**src/rtl/burst_serial_port.sv**
```systemverilog
module burst_serial_port #(
  parameter int DW    = 16,
  parameter int DEPTH = 4
) (
  input  logic          clk,
  input  logic          rst_n,
  input  logic          sclk,
  input  logic          fsr,
  input  logic          dr,
  input  logic          bus_wr,
  input  logic          bus_rd,
  input  logic          bus_addr,
  input  logic [DW-1:0] bus_wdata,
  output logic [DW-1:0] bus_rdata,
  output logic          fsx,
  output logic          dx,
  output logic          dx_oe,
  output logic          tx_irq,
  output logic          rx_irq
);
  localparam int AW = $clog2(DEPTH);
  localparam int LW = AW + 1;
  localparam int CW = $clog2(DW);
  localparam logic [LW-1:0] FULL = LW'(DEPTH);
  localparam logic [CW-1:0] LAST = CW'(DW - 1);

  typedef enum logic [1:0] {TX_IDLE, TX_SYNC, TX_LOAD, TX_SHIFT} tx_st_e;

  // edge detection on the synchronized serial clock
  logic [2:0] sclk_s;
  logic [1:0] fsr_s, dr_s;
  always_ff @(posedge clk or negedge rst_n)
    if (!rst_n) begin
      sclk_s <= '0; fsr_s <= '0; dr_s <= '0;
    end else begin
      sclk_s <= {sclk_s[1:0], sclk};
      fsr_s  <= {fsr_s[0], fsr};
      dr_s   <= {dr_s[0], dr};
    end

  logic sclk_rise, sclk_fall, fsr_q, dr_q;
  assign sclk_rise = sclk_s[1] & ~sclk_s[2];
  assign sclk_fall = ~sclk_s[1] & sclk_s[2];
  assign fsr_q = fsr_s[1];
  assign dr_q  = dr_s[1];

  // processor strobes
  logic wr_data, wr_ctrl, rd_data, soft_rst;
  assign wr_data  = bus_wr & ~bus_addr;
  assign wr_ctrl  = bus_wr & bus_addr;
  assign rd_data  = bus_rd & ~bus_addr;
  assign soft_rst = wr_ctrl & bus_wdata[2];

  logic tx_en, rx_en;
  always_ff @(posedge clk or negedge rst_n)
    if (!rst_n) begin
      tx_en <= 1'b0; rx_en <= 1'b0;
    end else if (wr_ctrl) begin
      tx_en <= bus_wdata[0]; rx_en <= bus_wdata[1];
    end

  function automatic logic [AW-1:0] nxt(input logic [AW-1:0] p);
    return (p == AW'(DEPTH - 1)) ? '0 : p + 1'b1;
  endfunction

  // transmit queue
  logic [DW-1:0] tx_mem [DEPTH];
  logic [AW-1:0] tx_wp, tx_rp;
  logic [LW-1:0] tx_lvl;
  logic          tx_push, tx_pop;
  tx_st_e        tx_st;

  assign tx_push = wr_data & (tx_lvl != FULL) & ~soft_rst;
  assign tx_pop  = (tx_st == TX_SYNC) & sclk_fall & ~soft_rst;

  always_ff @(posedge clk or negedge rst_n)
    if (!rst_n) begin
      tx_wp <= '0; tx_rp <= '0; tx_lvl <= '0;
    end else if (soft_rst) begin
      tx_wp <= '0; tx_rp <= '0; tx_lvl <= '0;
    end else begin
      if (tx_push) tx_wp <= nxt(tx_wp);
      if (tx_pop)  tx_rp <= nxt(tx_rp);
      tx_lvl <= tx_lvl + LW'(tx_push) - LW'(tx_pop);
    end

  always_ff @(posedge clk)
    if (tx_push) tx_mem[tx_wp] <= bus_wdata;

  // transmit framing and shifter
  logic [DW-1:0] xsr;
  logic [CW-1:0] tbit;
  logic          fsx_q, oe_q;

  always_ff @(posedge clk or negedge rst_n)
    if (!rst_n) begin
      tx_st <= TX_IDLE; fsx_q <= 1'b0; oe_q <= 1'b0; xsr <= '0; tbit <= '0;
    end else if (soft_rst) begin
      tx_st <= TX_IDLE; fsx_q <= 1'b0; oe_q <= 1'b0;
    end else begin
      case (tx_st)
        TX_IDLE:
          if (sclk_rise && tx_en && tx_lvl != '0) begin
            fsx_q <= 1'b1; tx_st <= TX_SYNC;
          end
        TX_SYNC:
          if (sclk_fall) begin
            xsr <= tx_mem[tx_rp]; tx_st <= TX_LOAD;
          end
        TX_LOAD:
          if (sclk_rise) begin
            fsx_q <= 1'b0; oe_q <= 1'b1; tbit <= '0; tx_st <= TX_SHIFT;
          end
        TX_SHIFT:
          if (sclk_rise) begin
            if (tbit == LAST) begin
              oe_q <= 1'b0; tx_st <= TX_IDLE;
            end else begin
              xsr  <= {xsr[DW-2:0], 1'b0};
              tbit <= tbit + 1'b1;
            end
          end
        default: tx_st <= TX_IDLE;
      endcase
    end

  assign fsx   = fsx_q;
  assign dx_oe = oe_q;
  assign dx    = oe_q & xsr[DW-1];

  // receive shifter
  logic [DW-1:0] rsr;
  logic [CW-1:0] rbit;
  logic          rx_arm, rx_done;
  logic [DW-1:0] rx_word;

  assign rx_done = sclk_fall & rx_en & ~fsr_q & rx_arm & (rbit == LAST) & ~soft_rst;
  assign rx_word = {rsr[DW-2:0], dr_q};

  always_ff @(posedge clk or negedge rst_n)
    if (!rst_n) begin
      rsr <= '0; rbit <= '0; rx_arm <= 1'b0;
    end else if (soft_rst || !rx_en) begin
      rx_arm <= 1'b0; rbit <= '0;
    end else if (sclk_fall) begin
      if (fsr_q) begin
        rx_arm <= 1'b1; rbit <= '0;
      end else if (rx_arm) begin
        rsr <= rx_word;
        if (rbit == LAST) rx_arm <= 1'b0;
        else              rbit   <= rbit + 1'b1;
      end
    end

  // receive queue
  logic [DW-1:0] rx_mem [DEPTH];
  logic [AW-1:0] rx_wp, rx_rp;
  logic [LW-1:0] rx_lvl;
  logic          rx_push, rx_pop;

  assign rx_push = rx_done & (rx_lvl != FULL);
  assign rx_pop  = rd_data & (rx_lvl != '0) & ~soft_rst;

  always_ff @(posedge clk or negedge rst_n)
    if (!rst_n) begin
      rx_wp <= '0; rx_rp <= '0; rx_lvl <= '0;
    end else if (soft_rst) begin
      rx_wp <= '0; rx_rp <= '0; rx_lvl <= '0;
    end else begin
      if (rx_push) rx_wp <= nxt(rx_wp);
      if (rx_pop)  rx_rp <= nxt(rx_rp);
      rx_lvl <= rx_lvl + LW'(rx_push) - LW'(rx_pop);
    end

  always_ff @(posedge clk)
    if (rx_push) rx_mem[rx_wp] <= rx_word;

  // sticky flags, set wins over write-one-to-clear
  logic tx_flag, rx_flag, tx_ovf, rx_ovf;
  always_ff @(posedge clk or negedge rst_n)
    if (!rst_n) begin
      tx_flag <= 1'b0; rx_flag <= 1'b0; tx_ovf <= 1'b0; rx_ovf <= 1'b0;
    end else if (soft_rst) begin
      tx_flag <= 1'b0; rx_flag <= 1'b0; tx_ovf <= 1'b0; rx_ovf <= 1'b0;
    end else begin
      tx_flag <= tx_pop                          | (tx_flag & ~(wr_ctrl & bus_wdata[4]));
      rx_flag <= rx_done                         | (rx_flag & ~(wr_ctrl & bus_wdata[5]));
      tx_ovf  <= (wr_data & (tx_lvl == FULL))    | (tx_ovf  & ~(wr_ctrl & bus_wdata[6]));
      rx_ovf  <= (rx_done & (rx_lvl == FULL))    | (rx_ovf  & ~(wr_ctrl & bus_wdata[7]));
    end

  assign tx_irq = tx_flag;
  assign rx_irq = rx_flag;

  logic [DW-1:0] status;
  always_comb begin
    status = '0;
    status[0] = tx_en;
    status[1] = rx_en;
    status[4] = tx_flag;
    status[5] = rx_flag;
    status[6] = tx_ovf;
    status[7] = rx_ovf;
    status[8 +: LW]  = tx_lvl;
    status[12 +: LW] = rx_lvl;
  end

  assign bus_rdata = bus_addr ? status : ((rx_lvl != '0) ? rx_mem[rx_rp] : '0);

  AST_TX_LEVEL: assert property (@(posedge clk) disable iff (!rst_n)
    tx_lvl <= FULL);
  AST_FSX_NO_DATA: assert property (@(posedge clk) disable iff (!rst_n)
    fsx |-> !dx_oe);
  AST_TXFLAG_ON_FALL: assert property (@(posedge clk) disable iff (!rst_n)
    $rose(tx_irq) |-> $past(sclk_fall));
  AST_OE_ON_RISE: assert property (@(posedge clk) disable iff (!rst_n)
    $rose(dx_oe) |-> $past(sclk_rise));
  AST_DX_STABLE: assert property (@(posedge clk) disable iff (!rst_n)
    (dx_oe && $past(dx_oe) && !$past(sclk_rise)) |-> $stable(dx));
  AST_RXFLAG_ON_FALL: assert property (@(posedge clk) disable iff (!rst_n)
    $rose(rx_irq) |-> $past(sclk_fall));
  AST_RX_LEVEL: assert property (@(posedge clk) disable iff (!rst_n)
    rx_lvl <= FULL);
endmodule

```
**config.mk**
```make
export PLATFORM = sky130hd
export DESIGN_NAME = burst_serial_port
export DESIGN_NICKNAME = d
export VERILOG_FILES = /design/src/rtl/burst_serial_port.sv
export SDC_FILE = /design/constraint.sdc
export NUM_CORES = 1
export LEC_CHECK = 0
export BUFFER_PORTS_ARGS = -buffer_cell sky130_fd_sc_hd__buf_2
export CAP_MARGIN = 20
export CORE_MARGIN = 10
export CORE_UTILIZATION = 55
export DETAILED_ROUTE_END_ITERATION = 8
export PLACE_DENSITY = 0.73
export SLEW_MARGIN = 20
export SYNTH_ARGS = -nofsm -noshare
export SYNTH_HDL_FRONTEND = slang
export SYNTH_SLANG_ARGS = --single-unit
export TNS_END_PERCENT = 5
```
**constraint.sdc**
```tcl
create_clock -name clk -period 2.95 [get_ports clk]
set_input_delay 0.1475 -clock clk [delete_from_list [all_inputs] [get_ports clk]]
set_output_delay 0.1475 -clock clk [all_outputs]
set_load 0.1 [all_outputs]
```
After elaboration in Yosys (flattened, before gate mapping)
Memories as Yosys holds them, arrays and structs flattened.
Index checks and enable logic that the tools add are counted.
Word-level totals
  bits in read-only memories: 0
  bits in latches: 0
  memory bits (writable): 128
  input port bits: 24
  memories kept: 2
  register bits after elaboration: 71
Memories
  rx_mem: depth 4, width 16, rd ports 1, clocked after Yosys merged registers in 0, wr ports 1, line 156  | logic [DW-1:0] rx_mem [DEPTH];
  tx_mem: depth 4, width 16, rd ports 1, clocked after Yosys merged registers in 0, wr ports 1, line 67  | logic [DW-1:0] tx_mem [DEPTH];
Operators by class
  $lt $le $gt $ge: 0
  multipliers: 0
  divide/modulo/power cells: 0
  bitwise logic cells: 43
  shift operators: 0
  eq/ne operators: 23
  muxes and demuxes: 58
  add/subtract/negate cells: 10
  reduce and logical (&&, ||, !) cells: 24
Operator list (number)
  $mux 16: 5
  $mux 2: 18
  $mux 4: 8
  $pmux 16 s2: 1
  $and 1x1->1: 29
  $ne 3x3->1 const B: 7
  $mux 1: 20
  $reduce_and 5->1: 3
  $reduce_bool 3->1: 5
  $reduce_bool 2->1: 7
  $eq 2x2->1 const B: 6
  $not 1->1: 10
  $add 2x1->2 const B: 4
  $add 4x1->4 const B: 2
  $eq 4x4->1 const B: 2
  $ne 2x2->1 const B: 4
  $pmux 2 s4: 1
  $pmux 4 s2: 1
  $reduce_and 4->1: 2
  $add 3x1->3: 2
  $eq 3x3->1 const B: 2
  $mux 3: 2
  $reduce_and 3->1: 2
  $sub 3x1->3: 2
  other kinds (8): 13

Depth between registers and ports, before layout
Gate-level depths: netlist of the first run.
  word-level depth: 11
  gate-level depth with buffers: 14
  depth with buffers taken out: 12

Worst setup path before layout of the first run
OpenSTA, ideal clock, no wires.
  kind: register -> register
  start point: register sclk_s[1]
  end point: register rx_lvl[2]
  setup time: 0.132 ns
  cell stages (with the launch flop): 14
  data arrival time: 2.699 ns
  data required time: 2.818 ns
  path slack: 0.119 ns
  path buffers: 1
  period minus slack after synthesis: 2.831 ns
  cell sequence: dfrtp_1 nand3b_1 or4b_4 buf_6 nor3b_4 inv_1 ha_1 inv_1 ha_1 inv_1 fa_1 xor2_1 xnor2_1 nor2_1
Between the ends
  longest elaborated chain between the ends: 11
Ends and longest elaborated chain
  start: declaration: line 30  | logic [2:0] sclk_s;
  start signal: assignment: line 36  | sclk_s <= {sclk_s[1:0], sclk};
  $not 1->1: line 43  | assign sclk_fall = ~sclk_s[1] & sclk_s[2];
  $and 1x1->1: line 43
  $and 1x1->1 (5 in a row): line 137  | assign rx_done = sclk_fall & rx_en & ~fsr_q & rx_arm & (rbit == LAST) & ~soft_rst;
  $and 1x1->1: line 161  | assign rx_push = rx_done & (rx_lvl != FULL);
  $add 3x1->3: line 172  | rx_lvl <= rx_lvl + LW'(rx_push) - LW'(rx_pop);
  $sub 3x1->3: line 172
  $mux 3: line 167  | end else if (soft_rst) begin
  end signal: assignment: line 172
  end: declaration: line 158  | logic [LW-1:0] rx_lvl;
No other way between the ends.
A chain may end at the register's enable or synchronous reset.

Worst setup path after layout of the first run
Same ends and word-level chain as after synthesis.

==> reports/qor.csv, run 1 <==
metric,value,unit
status,"complete, no violations",
Core Area,14600,um2
CP max FO,5,
DRT iter0 DRCs,260,
top post-synthesis cells by area,"edfxtp_1, dfrtp_1, mux4_2, mux2_2, ha_1",
fin crit share,0.953,
ANT cells,0,
first-pass iteration count of the detailed router,5,
slew margin rel.,0.351,
Leakage,3.71,nW
average wire per standard cell,20.2,um
met2 Use GR,0.280,
Synth Flop Type,edfxtp_1,
Worst Path Required,3.26,ns
Routed Antenna Nets,0,
Top Usage Layer GRT,met2,
Cell variety after synth,43,
DRC viols,0,
CTS sink count,199,
worst-margin pin slew,0.974,ns
Post-layout nets,624,
Area Growth Syn to Fin,15.9,%
skew final,0.00790,ns
via count,4470,
Seq cells post-synth,199,
Post-Route WL,15.6,mm
Die H,143,um
Mapped Nets,538,
largest net degree at the start of global routing,72,
Initial Utilization,0.567,
CTS buffer count,17,
CP arrival,3.12,ns
Max Slew Vio Count,0,
routability cong.,0.798,
GRT Total Usage,0.162,
mapped cell area,8300,um2
clock slew at reported path FFs,0.07,ns
CTS Root Cell,clkbuf_16,
Setup CP Type,register to register,
cells after synthesis,491,
unrepaired setup endpoints after global routing,no,
DR vias/cell,5.78,
Mean Syn Cell Area,16.9,um2
port buffer count,44,
hpwl dp,10.1,mm
clk_lat worst skew,0.43,ns
Multi-input gate area,2530,um2
Synth warnings,0,
FP Rows,44,
fraction of registers with async set/reset,0.357,
layout cells sized above 1,0.312,
Ports,45,
Hold Crit Start,bus_wdata[2],
Hold Fails Final Rpt,0,
"most common cell after layout, fill and taps aside",edfxtp_1,
MaxCap Viol Count,0,
Tmin final,2.81,ns
met1 usage,0.189,
worst hold stages,1,
Fill cells,1046,
Yosys top cell area share,0.463,
M3 GR Usage,0.0388,
Hold WC Path Type,input pin to register,
vias in the first global route,4822,
final setup violation count,0,
CP endpoint kind,register,
total power,8.24,mW
Min Hold Slack,0.0204,ns
register area,5620,um2
Post-synth EDFFs,128,
Worst setup startpoint,sclk_s[1],
highest clock rate,0.356,GHz
CTS tree,built,
initial antenna violation count,0,
setup_tns,0,ns
final global-route overflow total,0,
crit start category,register,
Max VDD drop,0.454,mV
first-pass GRT wire length,25.3,mm
CTS Buffer Depth,2,
Die X,143,um
die area,20400,um2
most frequent cells in the layout,"edfxtp_1, dfrtp_1, mux2_2",
Power Dens Cells,857,nW/um2
final core occ,0.657,
leading area contributor after synthesis,edfxtp_1,
htree depth,4,
R2R cell count,12,
Worst R2R Start,sclk_s[1],
sequential fraction of the synthesis area,0.677,
-- worst paths after layout --
path                       slack, ns            to
min in group asynchronous       0.42       xsr[10]
min                             0.02  tx_mem[3][2]
max                             0.14     rx_lvl[2]
max reg2reg                     0.14     rx_lvl[2]
max in group asynchronous       1.89        rsr[0]
min reg2reg                     0.35       dr_s[1]
-- per-layer routing --
metal | wire, um | share of wire | up-vias
li1 | - | - | 2049
met1 | 6490 | 0.42 | 2325
met2 | 8290 | 0.53 | 72
met3 | 527 | 0.034 | 24
met4 | 310 | 0.020 | 0
met5 | 0 | 0 | -
-- power by group --
part           switching [mW]  total (mW)  leakage (nW)  internal (mW)
Sequential              0.280        3.58          2.08           3.30
Combinational            1.45        2.43          1.36          0.974
Clock                   0.960        2.24         0.271           1.28
Total                    2.69        8.24          3.71           5.55
-- area by class of cell --
| type | count | area share |
|---|---|---|
| flip-flops and latches | 199 | 0.584 |
| multi-input cells | 258 | 0.263 |
| well taps | 184 | 0.0239 |
| clock inverters | 10 | 0.0127 |
| repair buffers | 87 | 0.0632 |
| inverters | 14 | 0.00546 |
| clock buffers | 22 | 0.0472 |
-- flip-flops by register name, indices dropped and copies added (netlist names), 2 cells and up --
signal	count
rx_mem	64
tx_mem	64
xsr	16
rsr	15
rbit	4
tbit	4
rx_lvl	3
sclk_s	3
tx_lvl	3
dr_s	2
fsr_s	2
rx_rp	2
rx_wp	2
tx_rp	2
tx_st	2
tx_wp	2
-- critical path: stages, from the launching register on --
cell and delay, ns:
dfrtp_1 0.41, nand3b_1 0.23, or4b_4 0.54, nor3b_4 0.21, inv_1 0.06, ha_1 0.26, inv_1 0.06, ha_1 0.13
inv_1 0.04, fa_1 0.37, xor2_1 0.18, xnor2_1 0.14, nor2_1 0.06
-- repair_timing --
item,in CTS,in global routing
hold buffers,20,0
setup buffers,0,1
endpoints found under the hold margin,135,0
gates resized for setup,0,0
endpoints found under the setup margin,0,1
-- logic make-up (layout without fill, tap and decap cells) --
kind of cell,count (synthesis),in the layout,synth area share
DFF,199,199,0.677
buffers and inverters,34,133,0.0179
adders and majority gates,23,23,0.0365
AOI/OAI and AO/OA,55,55,0.0439
xor gates and xnor gates,4,4,0.00422
muxes,88,88,0.162
and+or+nand+nor,88,88,0.0582
-- stage by stage --
stage | cells | setup slack [ns] | cell area (um2)
floorplan | 491 | 0.119 | 8300
global placement | 721 | 0.240 | 8830
detailed placement | 721 | 0.134 | 8830
CTS | 773 | 0.126 | 9610
global route | 774 | 0.0104 | 9620
finish | 774 | 0.140 | 9620
-- Yosys cell counts, types with 2 or more instances --
master      n
or2_2       2
edfxtp_1  128
dfrtp_1    71
xor2_1      2
nand2b_1    3
xnor2_1     2
ha_1       21
nor3_1      3
clkbuf_1   13
mux4_2     32
nand3_1     9
nor2b_1     4
o31ai_1     2
nor2_1     20
nand3b_1    2
buf_2       5
a21oi_1    13
or3_1       3
mux2_2     51
fa_1        2
nand2_1    14
a31oi_1     2
a22o_1     16
o21ai_0    15
o21bai_1    2
buf_6       2
inv_1      14
and3_1      2
and2_1     18
mux2i_1     5
No activity file was read; power rests on OpenSTA's default activity.
==> run 2: changes to the inputs <==
--- a/config.mk
+++ b/config.mk
@@ -10,7 +10,7 @@
 export CORE_MARGIN = 10
 export CORE_UTILIZATION = 55
 export DETAILED_ROUTE_END_ITERATION = 8
-export PLACE_DENSITY = 0.73
+export PLACE_DENSITY = 0.84
 export SLEW_MARGIN = 20
 export SYNTH_ARGS = -nofsm -noshare
 export SYNTH_HDL_FRONTEND = slang
==> reports/qor.csv, run 2 (synthesized netlist as in run 1, its figures left out) <==
metric,value,unit
Area Growth Syn to Fin,15.4,%
most frequent cells in the layout,"edfxtp_1, dfrtp_1, mux2_2",
Hold WC Path Type,input pin to register,
htree depth,4,
Initial Utilization,0.567,
Post-layout nets,624,
Max VDD drop,0.517,mV
slew margin rel.,0.360,
GRT Total Usage,0.167,
P_sw,2.77,mW
Max Slew Vio Count,0,
MaxCap Viol Count,0,
Hold Fails Final Rpt,0,
internal power,5.37,mW
Regs by FF count,"rx_mem: 64 flops, tx_mem: 64 flops, xsr: 16 flops",
CP max FO,4,
most frequent CP cell,inv_1,
Power Dens Cells,850,nW/um2
first-pass GRT wire length,26.2,mm
initial antenna violation count,0,
worst-margin pin slew,0.959,ns
port buffer count,44,
Slowest cell on crit path,or4b_4,
vias in the first global route,4840,
average wire per standard cell,20.8,um
status,"complete, no violations",
Ports,45,
fin crit share,0.957,
Fill cells,985,
R2R cell count,12,
clk_lat worst skew,0.43,ns
Tmin final,2.82,ns
ANT cells,0,
CTS Buffer Depth,2,
routability cong.,0.810,
worst-path cell chain,nand3b_1 -> or4b_4 -> nor3b_4 -> inv_1 -> ha_1 -> inv_1 -> ha_1 -> inv_1 -> fa_1 -> xor2_1 -> xnor2_1 -> nor2_1,
crit start category,register,
skew final,0.00850,ns
Leakage,3.69,nW
worst hold stages,2,
Logic pwr share,0.292,
highest clock rate,0.354,GHz
placed instance area,8830,um2
fin area,9580,um2
Switching Fraction,0.340,
die area,20400,um2
Die X,143,um
Multi-input gate area,2530,um2
register area,5620,um2
Reg power frac,0.447,
CTS Root Cell,clkbuf_16,
DRT iter0 DRCs,365,
total power,8.13,mW
setup_tns,0,ns
via count,4534,
CP arrival,3.14,ns
DRC viols,0,
DR vias/cell,5.86,
CTS sink count,199,
CP endpoint kind,register,
final global-route overflow total,0,
Routed Antenna Nets,0,
Die H,143,um
Max stage delay on crit path,0.54,ns
Clock Power Share,0.261,
Setup CP Type,register to register,
"most common cell after layout, fill and taps aside",edfxtp_1,
Post-Route WL,16.1,mm
FP Rows,44,
Worst Path Required,3.27,ns
CTS buffer count,17,
largest net degree at the start of global routing,72,
clock slew at reported path FFs,0.07,ns
first-pass iteration count of the detailed router,5,
Core Area,14600,um2
layout cells sized above 1,0.312,
final setup violation count,0,
hpwl dp,10.5,mm
CTS tree,built,
[run 2: area by class of cell]
class	instances	area share
Clock inverter	11	0.00980
Clock buffer	21	0.0460
Inverter	14	0.00549
Sequential cell	199	0.587
Multi-Input combinational cell	258	0.264
Timing Repair Buffer	87	0.0635
Tap cell	184	0.0240
[run 2: final timing paths]
check,start,to,slack [ns]
setup / recovery,sclk_s[1],rx_lvl[2],0.13
min in group asynchronous,rst_n,xsr[9],0.39
hold reg to reg,dr_s[0],dr_s[1],0.35
hold / removal,bus_wdata[2],tx_mem[0][2],0.13
max in group asynchronous,rst_n,dr_s[1],1.92
setup reg to reg,sclk_s[1],rx_lvl[2],0.13
[run 2: per-layer routing]
metal / track usage / vias to the layer above / part of all wire
li1: - / 2044 / -
met1: 0.206 / 2331 / 0.41
met2: 0.284 / 138 / 0.52
met3: 0.0395 / 21 / 0.055
met4: 0.0592 / 0 / 0.014
met5: 0 / - / 0
[run 2: power groups by stage]
stage	logic [mW]	clock network (mW)	registers, mW
detailed placement	2.37	0	3.69
finish	2.37	2.12	3.64
floorplan	1.88	0	3.60
global placement	2.29	0	3.66
global route	2.56	2.28	3.68
CTS	2.42	2.16	3.64
[run 2: worst max-delay path, delay by kind of cell, from the launching register on]
family,cells,cell delay [ns]
XOR/XNOR,2,0.33
AND/OR/NAND/NOR,4,1.04
adder cells (fa/ha/maj),3,0.76
flip-flops,1,0.40
buffers and inverters,3,0.18
[run 2: what timing repair did]
item                       in CTS  in global routing
setup endpoints to repair       0                  1
gates resized for setup         0                  0
buffers inserted                0                  1
hold buffers                   20                  0
hold endpoints to repair      135                  0
[run 2: through the flow]
stage | worst slack (ns) | util | instances | hold slack [ns]
after floorplan | 0.119 | - | 491 | -0.148
after global placement | 0.237 | 0.603 | 721 | 0.255
after detailed placement | 0.111 | 0.603 | 721 | 0.259
after CTS | 0.100 | 0.653 | 773 | 0.109
after global routing | -0.00382 | 0.654 | 774 | 0.128
final | 0.128 | 0.654 | 774 | 0.128
